`config.mk`:
```
export PLATFORM = sky130hd
export DESIGN_NAME = dual_xfer_regs
export DESIGN_NICKNAME = d
export VERILOG_FILES = /design/src/rtl/xbr_pkg.sv /design/src/rtl/xbr_bank.sv /design/src/rtl/xbr_irq.sv /design/src/rtl/dual_xfer_regs.sv
export SDC_FILE = /design/constraint.sdc
export NUM_CORES = 1
export LEC_CHECK = 0
export BUFFER_PORTS_ARGS = -buffer_cell sky130_fd_sc_hd__buf_2
export CELL_PAD_IN_SITES_DETAIL_PLACEMENT = 1
export CELL_PAD_IN_SITES_GLOBAL_PLACEMENT = 2
export CORE_MARGIN = 2
export CORE_UTILIZATION = 38
export CTS_CLUSTER_SIZE = 8
export DETAILED_ROUTE_END_ITERATION = 8
export HOLD_SLACK_MARGIN = 0.1
export MAX_ROUTING_LAYER = met4
export PLACE_DENSITY_LB_ADDON = 0.12
export SYNTH_ARGS = -nofsm -noshare
export SYNTH_HDL_FRONTEND = slang
export SYNTH_SLANG_ARGS = --single-unit
```
`constraint.sdc`:
```
create_clock -name clk -period 3.05 [get_ports clk]
set_clock_uncertainty 0.15 [all_clocks]
set_input_delay 0.61 -clock clk [delete_from_list [all_inputs] [get_ports clk]]
set_output_delay 0.61 -clock clk [all_outputs]
set_load 0.05 [all_outputs]
```
`src/rtl/xbr_pkg.sv`:
```
// Package: shared widths, register offsets and interrupt bit positions
// for the dual-bank transfer register file.
package xbr_pkg;
    localparam int DW      = 8;
    localparam int OFF_W   = 3;
    localparam int N_BANKS = 2;

    typedef logic [DW-1:0] byte_t;

    // Offsets inside one descriptor set
    localparam logic [OFF_W-1:0] OFF_CTRL = 3'd0;
    localparam logic [OFF_W-1:0] OFF_BASE = 3'd1;
    localparam logic [OFF_W-1:0] OFF_LEN  = 3'd2;
    localparam logic [OFF_W-1:0] OFF_TOK  = 3'd3;
    localparam logic [OFF_W-1:0] OFF_DEV  = 3'd4;

    // Control bits
    localparam int CTRL_ARM = 0;
    localparam int CTRL_PRE = 7;

    // Interrupt bit positions and writable mask
    localparam int IB_DONE_A = 0;
    localparam int IB_DONE_B = 1;
    localparam int IB_SOF    = 4;
    localparam int IB_ATTACH = 5;
    localparam int IB_DETECT = 6;
    localparam byte_t INT_MASK = 8'h73;
endpackage

```
`src/rtl/xbr_bank.sv`:
```
// Module: one transfer descriptor set.
// Holds control, buffer start, length, token/endpoint and device address.
// Captures engine status and remaining count on an accepted completion.
// Assumes wr_en is already decoded for this set and off is within 0..4.
module xbr_bank
    import xbr_pkg::*;
(
    input  logic             clk,
    input  logic             rst_n,
    input  logic             wr_en,
    input  logic [OFF_W-1:0] off,
    input  byte_t            wdata,
    input  logic             done_i,
    input  byte_t            pkt_stat_i,
    input  byte_t            xfer_cnt_i,
    output byte_t            rdata_o,
    output logic             done_ok_o,
    output byte_t            ctrl_o,
    output byte_t            base_o,
    output byte_t            len_o,
    output byte_t            pid_ep_o,
    output byte_t            dev_o
);
    byte_t ctrl_q, base_q, len_q, tok_q, dev_q, stat_q, cnt_q;
    logic  ctrl_wr;

    assign ctrl_wr   = wr_en && (off == OFF_CTRL);
    assign done_ok_o = done_i && ctrl_q[CTRL_ARM];

    // Control byte: a write loads it, an accepted completion drops the arm bit
    always_ff @(posedge clk) begin
        if (!rst_n)
            ctrl_q <= '0;
        else if (ctrl_wr)
            ctrl_q <= wdata;
        else if (done_ok_o)
            ctrl_q[CTRL_ARM] <= 1'b0;
    end

    // Setup parameters written by software
    always_ff @(posedge clk) begin
        if (!rst_n) begin
            base_q <= '0;
            len_q  <= '0;
            tok_q  <= '0;
            dev_q  <= '0;
        end else if (wr_en) begin
            case (off)
                OFF_BASE: base_q <= wdata;
                OFF_LEN:  len_q  <= wdata;
                OFF_TOK:  tok_q  <= wdata;
                OFF_DEV:  dev_q  <= {1'b0, wdata[DW-2:0]};
                default:  ;
            endcase
        end
    end

    // Result capture at the moment of an accepted completion
    always_ff @(posedge clk) begin
        if (!rst_n) begin
            stat_q <= '0;
            cnt_q  <= '0;
        end else if (done_ok_o) begin
            stat_q <= pkt_stat_i;
            cnt_q  <= xfer_cnt_i;
        end
    end

    // Read mux: offsets 3 and 4 return results, not setup
    always_comb begin
        case (off)
            OFF_CTRL: rdata_o = ctrl_q;
            OFF_BASE: rdata_o = base_q;
            OFF_LEN:  rdata_o = len_q;
            OFF_TOK:  rdata_o = stat_q;
            OFF_DEV:  rdata_o = cnt_q;
            default:  rdata_o = '0;
        endcase
    end

    assign ctrl_o   = ctrl_q;
    assign base_o   = base_q;
    assign len_o    = len_q;
    assign pid_ep_o = tok_q;
    assign dev_o    = dev_q;

    // a strobe on an unarmed set leaves the captured results untouched
    a_r7_unarmed_ignored: assert property (@(posedge clk) disable iff (!rst_n)
        (done_i && !ctrl_q[CTRL_ARM]) |=> ($stable(stat_q) && $stable(cnt_q)));

    // an accepted completion without a control write disarms the set
    a_r6_disarm_on_done: assert property (@(posedge clk) disable iff (!rst_n)
        (done_i && ctrl_q[CTRL_ARM] && !ctrl_wr) |=> !ctrl_q[CTRL_ARM]);

    // an accepted completion captures the engine status
    a_r6_capture: assert property (@(posedge clk) disable iff (!rst_n)
        (done_i && ctrl_q[CTRL_ARM]) |=> (stat_q == $past(pkt_stat_i)));
endmodule

```
`src/rtl/xbr_irq.sv`:
```
// Module: interrupt enable and status registers with write-1-to-clear.
// Assumes src_i holds one-cycle event pulses and that reserved bits
// are masked by INT_MASK. A set event wins over a clear in the same cycle.
module xbr_irq
    import xbr_pkg::*;
(
    input  logic  clk,
    input  logic  rst_n,
    input  logic  en_wr,
    input  logic  clr_wr,
    input  byte_t wdata,
    input  byte_t src_i,
    output byte_t en_o,
    output byte_t stat_o,
    output logic  irq_o
);
    byte_t en_q, stat_q, clr_bits;

    assign clr_bits = clr_wr ? wdata : '0;

    // Enable mask register; reserved positions stay zero
    always_ff @(posedge clk) begin
        if (!rst_n)
            en_q <= '0;
        else if (en_wr)
            en_q <= wdata & INT_MASK;
    end

    // Status register: sticky set from sources, cleared by writing ones
    always_ff @(posedge clk) begin
        if (!rst_n)
            stat_q <= '0;
        else
            stat_q <= ((stat_q & ~clr_bits) | src_i) & INT_MASK;
    end

    assign en_o   = en_q;
    assign stat_o = stat_q;
    assign irq_o  = |(stat_q & en_q);

    // an enabled event raises the request on the next cycle
    a_r10_event_raises_irq: assert property (@(posedge clk) disable iff (!rst_n)
        ((|(src_i & en_q)) && !en_wr) |=> irq_o);

    // a cleared bit with no competing event reads zero afterwards
    a_r9_w1c_clears: assert property (@(posedge clk) disable iff (!rst_n)
        clr_wr |=> ((stat_q & $past(wdata & ~src_i)) == '0));

    // an event wins over a same-cycle clear
    a_r9_event_wins: assert property (@(posedge clk) disable iff (!rst_n)
        (src_i[IB_SOF]) |=> stat_q[IB_SOF]);
endmodule

```
`src/rtl/dual_xfer_regs.sv`:
```
// Module: top of the dual-bank host transfer register file.
// Decodes the 4-bit register bus onto two descriptor sets and the
// interrupt block. It also keeps the pointer to the set the engine runs
// next. Assumes one bus write per strobe and one-cycle completion strobes.
module dual_xfer_regs
    import xbr_pkg::*;
#(
    parameter int ADDR_W = 4
) (
    input  logic              clk,
    input  logic              rst_n,
    input  logic [ADDR_W-1:0] bus_addr,
    input  logic              bus_wr,
    input  logic [7:0]        bus_wdata,
    output logic [7:0]        bus_rdata,
    input  logic              done_a_i,
    input  logic              done_b_i,
    input  logic [7:0]        pkt_stat_i,
    input  logic [7:0]        xfer_cnt_i,
    input  logic              sof_evt_i,
    input  logic              attach_evt_i,
    input  logic              detect_evt_i,
    output logic              irq_o,
    output logic              cur_sel_o,
    output logic [7:0]        cur_ctrl_o,
    output logic              cur_pre_o,
    output logic [7:0]        cur_base_o,
    output logic [7:0]        cur_len_o,
    output logic [7:0]        cur_pid_ep_o,
    output logic [7:0]        cur_dev_o
);
    localparam logic [ADDR_W-1:0] ADDR_IEN  = ADDR_W'(6);
    localparam logic [ADDR_W-1:0] ADDR_ISTS = ADDR_W'(13);
    localparam logic [OFF_W-1:0]  OFF_LAST  = OFF_DEV;

    logic             bank_sel;
    logic [OFF_W-1:0] off;
    logic             off_ok;
    logic [N_BANKS-1:0] bank_wr, done_in, done_ok;
    byte_t bank_rd [N_BANKS];
    byte_t ctrl_v  [N_BANKS];
    byte_t base_v  [N_BANKS];
    byte_t len_v   [N_BANKS];
    byte_t tok_v   [N_BANKS];
    byte_t dev_v   [N_BANKS];
    byte_t en_v, stat_v, src_v;
    logic  cur_q;

    assign bank_sel = bus_addr[ADDR_W-1];
    assign off      = bus_addr[OFF_W-1:0];
    assign off_ok   = (off <= OFF_LAST);
    assign done_in  = {done_b_i, done_a_i};

    // One descriptor set per bank, selected by the top address bit
    for (genvar g = 0; g < N_BANKS; g++) begin : g_bank
        assign bank_wr[g] = bus_wr && off_ok && (bank_sel == g[0]);
        xbr_bank u_bank (
            .clk        (clk),
            .rst_n      (rst_n),
            .wr_en      (bank_wr[g]),
            .off        (off),
            .wdata      (bus_wdata),
            .done_i     (done_in[g]),
            .pkt_stat_i (pkt_stat_i),
            .xfer_cnt_i (xfer_cnt_i),
            .rdata_o    (bank_rd[g]),
            .done_ok_o  (done_ok[g]),
            .ctrl_o     (ctrl_v[g]),
            .base_o     (base_v[g]),
            .len_o      (len_v[g]),
            .pid_ep_o   (tok_v[g]),
            .dev_o      (dev_v[g])
        );
    end

    // Interrupt sources gathered into their bit positions
    always_comb begin
        src_v            = '0;
        src_v[IB_DONE_A] = done_ok[0];
        src_v[IB_DONE_B] = done_ok[1];
        src_v[IB_SOF]    = sof_evt_i;
        src_v[IB_ATTACH] = attach_evt_i;
        src_v[IB_DETECT] = detect_evt_i;
    end

    xbr_irq u_irq (
        .clk    (clk),
        .rst_n  (rst_n),
        .en_wr  (bus_wr && (bus_addr == ADDR_IEN)),
        .clr_wr (bus_wr && (bus_addr == ADDR_ISTS)),
        .wdata  (bus_wdata),
        .src_i  (src_v),
        .en_o   (en_v),
        .stat_o (stat_v),
        .irq_o  (irq_o)
    );

    // Next-set pointer: moves to the other set after an accepted completion
    always_ff @(posedge clk) begin
        if (!rst_n)
            cur_q <= 1'b0;
        else if (done_ok[0] && !done_ok[1])
            cur_q <= 1'b1;
        else if (done_ok[1] && !done_ok[0])
            cur_q <= 1'b0;
    end

    // Bus read mux across sets, interrupt registers and unmapped holes
    always_comb begin
        if (off_ok)
            bus_rdata = bank_rd[bank_sel];
        else if (bus_addr == ADDR_IEN)
            bus_rdata = en_v;
        else if (bus_addr == ADDR_ISTS)
            bus_rdata = stat_v;
        else
            bus_rdata = '0;
    end

    assign cur_sel_o    = cur_q;
    assign cur_ctrl_o   = ctrl_v[cur_q];
    assign cur_pre_o    = ctrl_v[cur_q][CTRL_ARM] && ctrl_v[cur_q][CTRL_PRE];
    assign cur_base_o   = base_v[cur_q];
    assign cur_len_o    = len_v[cur_q];
    assign cur_pid_ep_o = tok_v[cur_q];
    assign cur_dev_o    = dev_v[cur_q];

    // completing set A alone hands the next transfer to set B
    a_r6_ptr_to_b: assert property (@(posedge clk) disable iff (!rst_n)
        (done_ok[0] && !done_ok[1]) |=> cur_sel_o);

    // completing set B alone hands the next transfer to set A
    a_r6_ptr_to_a: assert property (@(posedge clk) disable iff (!rst_n)
        (done_ok[1] && !done_ok[0]) |=> !cur_sel_o);

    // with no accepted completion the pointer holds
    a_r7_ptr_hold: assert property (@(posedge clk) disable iff (!rst_n)
        (done_ok == '0) |=> $stable(cur_sel_o));

    // the device address never shows bit 7 set
    a_r4_dev_msb_zero: assert property (@(posedge clk) disable iff (!rst_n)
        $rose(bus_wr) |=> !cur_dev_o[7]);
endmodule

```
---- Word level (Yosys, flattened, before mapping) ----
Cells that the tools add are included.
storage, ports and cells
  bits in writable memories ............... 0
  memories kept ........................... 0
  bits in latches ......................... 0
  input bits .............................. 36
  output and inout bits ................... 51
  memory bits (read-only) ................. 0
  register bits after elaboration ......... 121
operators by class
  $mul .................................... 0
  reduce and logical (&&, ||, !) cells .... 27
  add/sub/neg operators ................... 0
  divide/modulo/power cells ............... 0
  muxes and demuxes ....................... 30
  shifts and indexed selects .............. 0
  eq/ne operators ......................... 6
  bitwise logic cells ..................... 7
  magnitude comparators ................... 3
operators with widths
  kind                                                       count
  two-way mux 8 bit                                          19
  one-hot mux 8 bit (5 select lines)                         2
  two-way mux 7 bit                                          3
  AND reduction 2 bit                                        8
  AND 7 bit                                                  2
  logical AND 1 bit                                          12
  OR reduction 8 bit                                         1
  NOT 7 bit                                                  1
  bitwise OR 7 bit                                           1
  == test 3 x 2 -> 1 bit (second input constant)             2
  two-way mux 1 bit                                          6
  nonzero test 2 bit                                         3
  == test 4 x 3 -> 1 bit (second input constant)             1
  == test 4 bit (second input constant)                      1
  greater-or-equal comparator 2 bit (second input constant)  2
  NOT 1 -> 2 bit                                             2
  == test 3 x 1 -> 1 bit (second input constant)             1
  == test 3 bit (second input constant)                      1
  less-or-equal comparator 3 bit (second input constant)     1
  logical NOT 3 bit                                          1
  logical NOT 1 bit                                          2
  NOT 1 bit                                                  1

---- Depth between registers and ports, before layout ----
  depth after elaboration ................. 6
  depth in mapped cells ................... 7

---- Cells and area by module ----
Synthesis repeated with hierarchy kept, for this count alone.
unflattened totals
  cells, all modules ...................... 665
  area total of the unflattened synthesis .. 6,162.2 sq um
by module, submodules not included
  module          cells each  area an instance (sq um)  times used
  xbr_bank        267         2,367.3                   2
  dual_xfer_regs  89          988.4                     1
  xbr_irq         42          439.2                     1

---- Worst setup path before layout ----
No wires, ideal clock.
  path type ............................... in2out
  start point ............................. in bus_addr[2]
  end point ............................... out bus_rdata[5]
  slack ................................... -0.274 ns
  path buffers ............................ 2
  stages .................................. 6
  data arrival time ....................... 2.564 ns
  data required time ...................... 2.290 ns
  cell sequence ........................... buf_4 buf_4 inv_2 a31oi_1 o221a_2 a211oi_1
between the ends
  cells in the longest elaborated chain, start to end .. 6
  elaborated cells on any way between the ends .. 16
  those cells by class .................... 1 x order compare; 6 x eq/ne; 8 x mux; 1 x reduce/logical
ends and longest elaborated chain
  what                                                   line                   text
  start, declared                                        dual_xfer_regs.sv:12   input logic [ADDR_W-1:0] bus_addr,
  == test 3 bit, or another cell as far along            xbr_bank.sv:71         case (off)
  one-hot mux 8 bit (5 select lines)                     xbr_bank.sv:71
  two-way mux 8 bit (not written as such) (3 in series)  dual_xfer_regs.sv:111  bus_rdata = bank_rd[bank_sel];
  two-way mux 8 bit *                                    dual_xfer_regs.sv:110  if (off_ok)
  end, declared                                          dual_xfer_regs.sv:15   output logic [7:0] bus_rdata,
Mark *: on every way between the ends. The rest lies on a longest branch, timed or not. The select of a mux whose other input is x is not followed.

---- Final worst setup path ----
  start point ............................. in bus_addr[1]
  end point ............................... out bus_rdata[1]
The elaborated chain is that of the path after synthesis.

==> metrics.md <==
| Metric | Value |
|---|---|
| Status | finished, final reports clean |
| Gate Count Post-Synth | 679 |
| Routed wire length per instance | around 22 um |
| Largest stage delay, worst path | about 0.3 ns |
| Area Overhead vs Synth | 20.7% |
| Slowest CP cell | clkbuf_4 |
| Vias/cell | around 5.4 |
| Clock transition at path regs | approximately 0.060 ns |
| Postcts setup bufs | 0 |
| Synth Warn # | 0 |
| CP max FO | 22 |
| GRT Total Usage | 26.1% |
| Worst setup EP type | primary output |
| CP startpoint kind | input pin |
| Most frequent cells in the layout | 120 x dfxtp_1, 114 x nand2_1, 84 x buf_2 |
| Clk root buf | clkbuf_16 |
| Worst Hold Class | in2reg |
| Vias in the first global route | 5,571 |
| Synthesized Nets | approximately 720 |
| TNS Setup | 0 ns |
| Cell Count, Final, Fillers Out | 992 |
| Die span in x | roughly 130 um |
| Max-Cap Viols | 0 |
| DRC Markers | 0 |
| Global-route wire length before repair | around 33 mm |
| Yosys cell types | 61 |
| Slew of the pin with the lowest slew margin | approximately 0.72 ns |
| Syn avg cell area | 9.14 um^2 |
| Worst slew margin | approximately 52% |
| Worst setup margin | ~0.074 ns |
| Routed WL | between 20 and 25 mm |
| Initial antenna violation count | 0 |
| Die Ht | about 130 um |
| Core footprint | 15,900 um^2 |
| CTS buffer count | 17 |
| GRT overflow | 0 |
| Largest delay share family, worst path | buffers and inverters |
| Clk buf depth | 2 |
| Critical path class | in2out |
| Initial Utilization | 38.9% |
| Placed Cells incl. Taps | 960 |
| Count of final setup violators | 0 |
| Predominant post-synthesis flop cell | dfxtp_1 |
| EDFF count, synth | 0 |
| RSZ-0062 raised after global routing | false |
| Iter 0 DRT Violations | 255 |
| Rows | 46 |
| CTS tree | done |
| DRT Pass-1 Iters | 5 |
| Pre-CTS WS | 0.102 ns |
| Final Wtd Congestion | 0.933 |
| WP buf/inv | 4 |
| Layout cell share with drive strength beyond 1 | 28.1% |
| Dpl hpwl | 15.8 mm |
| Number of synthesized register bits | about 120 |
| CTS H-Tree Depth | 4 |
| # clock sinks | approximately 120 |
| Routed via count | roughly 5,400 |
| Number of port buffers | 85 |
| Asr flop ratio synth | 0% |
| Number of diodes | 0 |
| WP data arrival | ~2.2 ns |
| Fin crit period | 2.98 ns |
| Peak VDD IR | about 0.36 mV |
| Mapped cell area | 6210 um^2 |
| IO Pins | 87 |
| Clk_lat worst skew | roughly 0.42 ns |
| P_leak | between 2 and 3 nW |
| Most common cell after layout, fill and taps aside | dfxtp_1 |
| Required time of the critical path | about 2.3 ns |
| Max frequency | about 340 MHz |
| Die area | roughly 17,000 um^2 |
| Final period utilization | slightly below 100% |
| Max Slew Vio Count | 0 |
| Nets | 800 |
| Register area share after synthesis | 39.0% |
| Pwr/cell area | roughly 530 nW/um^2 |
| CP cell instances | buf_2, buf_12, buf_4, nor3_1, o21ai_0, a32o_1, o2bb2ai_1, clkbuf_4 |
| Final hold vios | 0 |
| Routed Antenna Nets | 0 |
| Pin count of the biggest net entering global routing | between 100 and 150 |
[final timing paths]
check | from | to | slack (ns) | cells past startpoint
min reg2reg | g_bank[0].u_bank.cnt_q[7] | g_bank[0].u_bank.cnt_q[7] | 0.32 | 2
max reg2reg | g_bank[0].u_bank.ctrl_o[0] | cur_sel_o | 1.25 | 7
min | sof_evt_i | u_irq.stat_o[4] | 0.25 | 2
max | bus_addr[1] | bus_rdata[1] | 0.07 | 8
[through the flow]
stage | util [%] | cell area, um^2 | total power, W | hold slack [ns]
2_1_floorplan | - | 6220 | 0.00190 | 0.289
3_3_place_gp | 43.4 | 6910 | 0.00202 | 0.313
3_5_place_dp | 43.4 | 6910 | 0.00203 | 0.318
4_1_cts | 47.0 | 7490 | 0.00401 | 0.243
5_1_grt | 47.0 | 7500 | 0.00412 | 0.252
6_report | 47.0 | 7500 | 0.00397 | 0.252
[metal layers]
| layer | share of wire, % | routed length, um | GRT usage [%] | up-vias |
|---|---|---|---|---|
| li1 | - | - | - | 2551 |
| met1 | 46 | 10000 | 33.5 | 2660 |
| met2 | 48 | 10300 | 42.5 | 123 |
| met3 | 3.8 | 812 | 4.08 | 27 |
| met4 | 1.9 | 414 | 8.09 | 0 |
| met5 | 0 | 0 | - | - |
[worst register-to-register path, cell delays in order, from the launching register on]
cell and delay (ns):
dfxtp_1 0.34, nand2_1 0.07, buf_4 0.24, clkinv_1 0.10
buf_4 0.22, ha_1 0.32, mux2i_1 0.18, nor2b_1 0.06
[final cells by class]
class	count	area [um^2]
fillers	1872	8450
multi-input cells	496	3480
inverters	6	22.5
clock buffers	18	429
well taps	216	270
repair buffers	121	723
clock inverters	14	150
flip-flops and latches	121	2420
[where the power goes]
group | internal, W | leakage, nW | switching (W) | total [W]
logic | 0.000137 | 1.70 | 0.000246 | 0.000384
clock network | 0.00120 | 0.265 | 0.000770 | 0.00197
registers | 0.00160 | 0.977 | 0.0000158 | 0.00162
[cells in the mapped netlist (all sizes together), types with 2 or more instances]
library cell	n	area share, %
a31oi	5	0.50
a21oi	12	0.97
mux2	40	7.3
dfxtp	121	39
nor3	3	0.60
nor2b	51	5.2
a211oi	3	0.36
clkinv	2	0.12
and2	3	0.30
nor3b	4	0.73
a21boi	76	9.2
a21o	3	0.36
a221oi	5	0.71
clkbuf	27	1.6
nand2	116	7.2
a32o	2	0.32
o21ai	34	2.7
a221o	2	0.32
nand3	20	1.7
mux4	2	0.73
or2	2	0.24
nand2b	7	0.71
buf	29	3.3
nor2	8	1.1
o21a	5	0.60
a22o	7	0.99
inv	4	0.24
a22oi	6	0.73
o22ai	5	0.50
nand3b	7	1.0
o2bb2ai	3	0.42
mux2i	53	8.5
[what timing repair did]
item	CTS	global route
resized for setup	0	2
setup endpoints to repair	0	2
hold buffers	0	0
[state kept, by name (all words and copies together) (netlist names)]
register                flops
g_bank.u_bank.base_o       16
g_bank.u_bank.cnt_q        16
g_bank.u_bank.ctrl_o       16
g_bank.u_bank.len_o        16
g_bank.u_bank.pid_ep_o     16
g_bank.u_bank.stat_q       16
g_bank.u_bank.dev_o        14
u_irq.en_o                  5
u_irq.stat_o                5
cur_sel_o                   1
[cell families (layout without fill, tap and decap cells)]
kind of cell               count (synthesis)  after routing  synth area share, %
and+or+nand+nor                          224            224                 19.1
AOI/OAI and AO/OA                        175            175                 19.8
DFF                                      121            121                 39.0
muxes                                     95             95                 16.5
buffers and inverters                     62            159                 5.28
adders and majority gates                  1              1                0.201
other                                      1              1               0.0604
No activity file was read; power rests on OpenSTA's default activity.
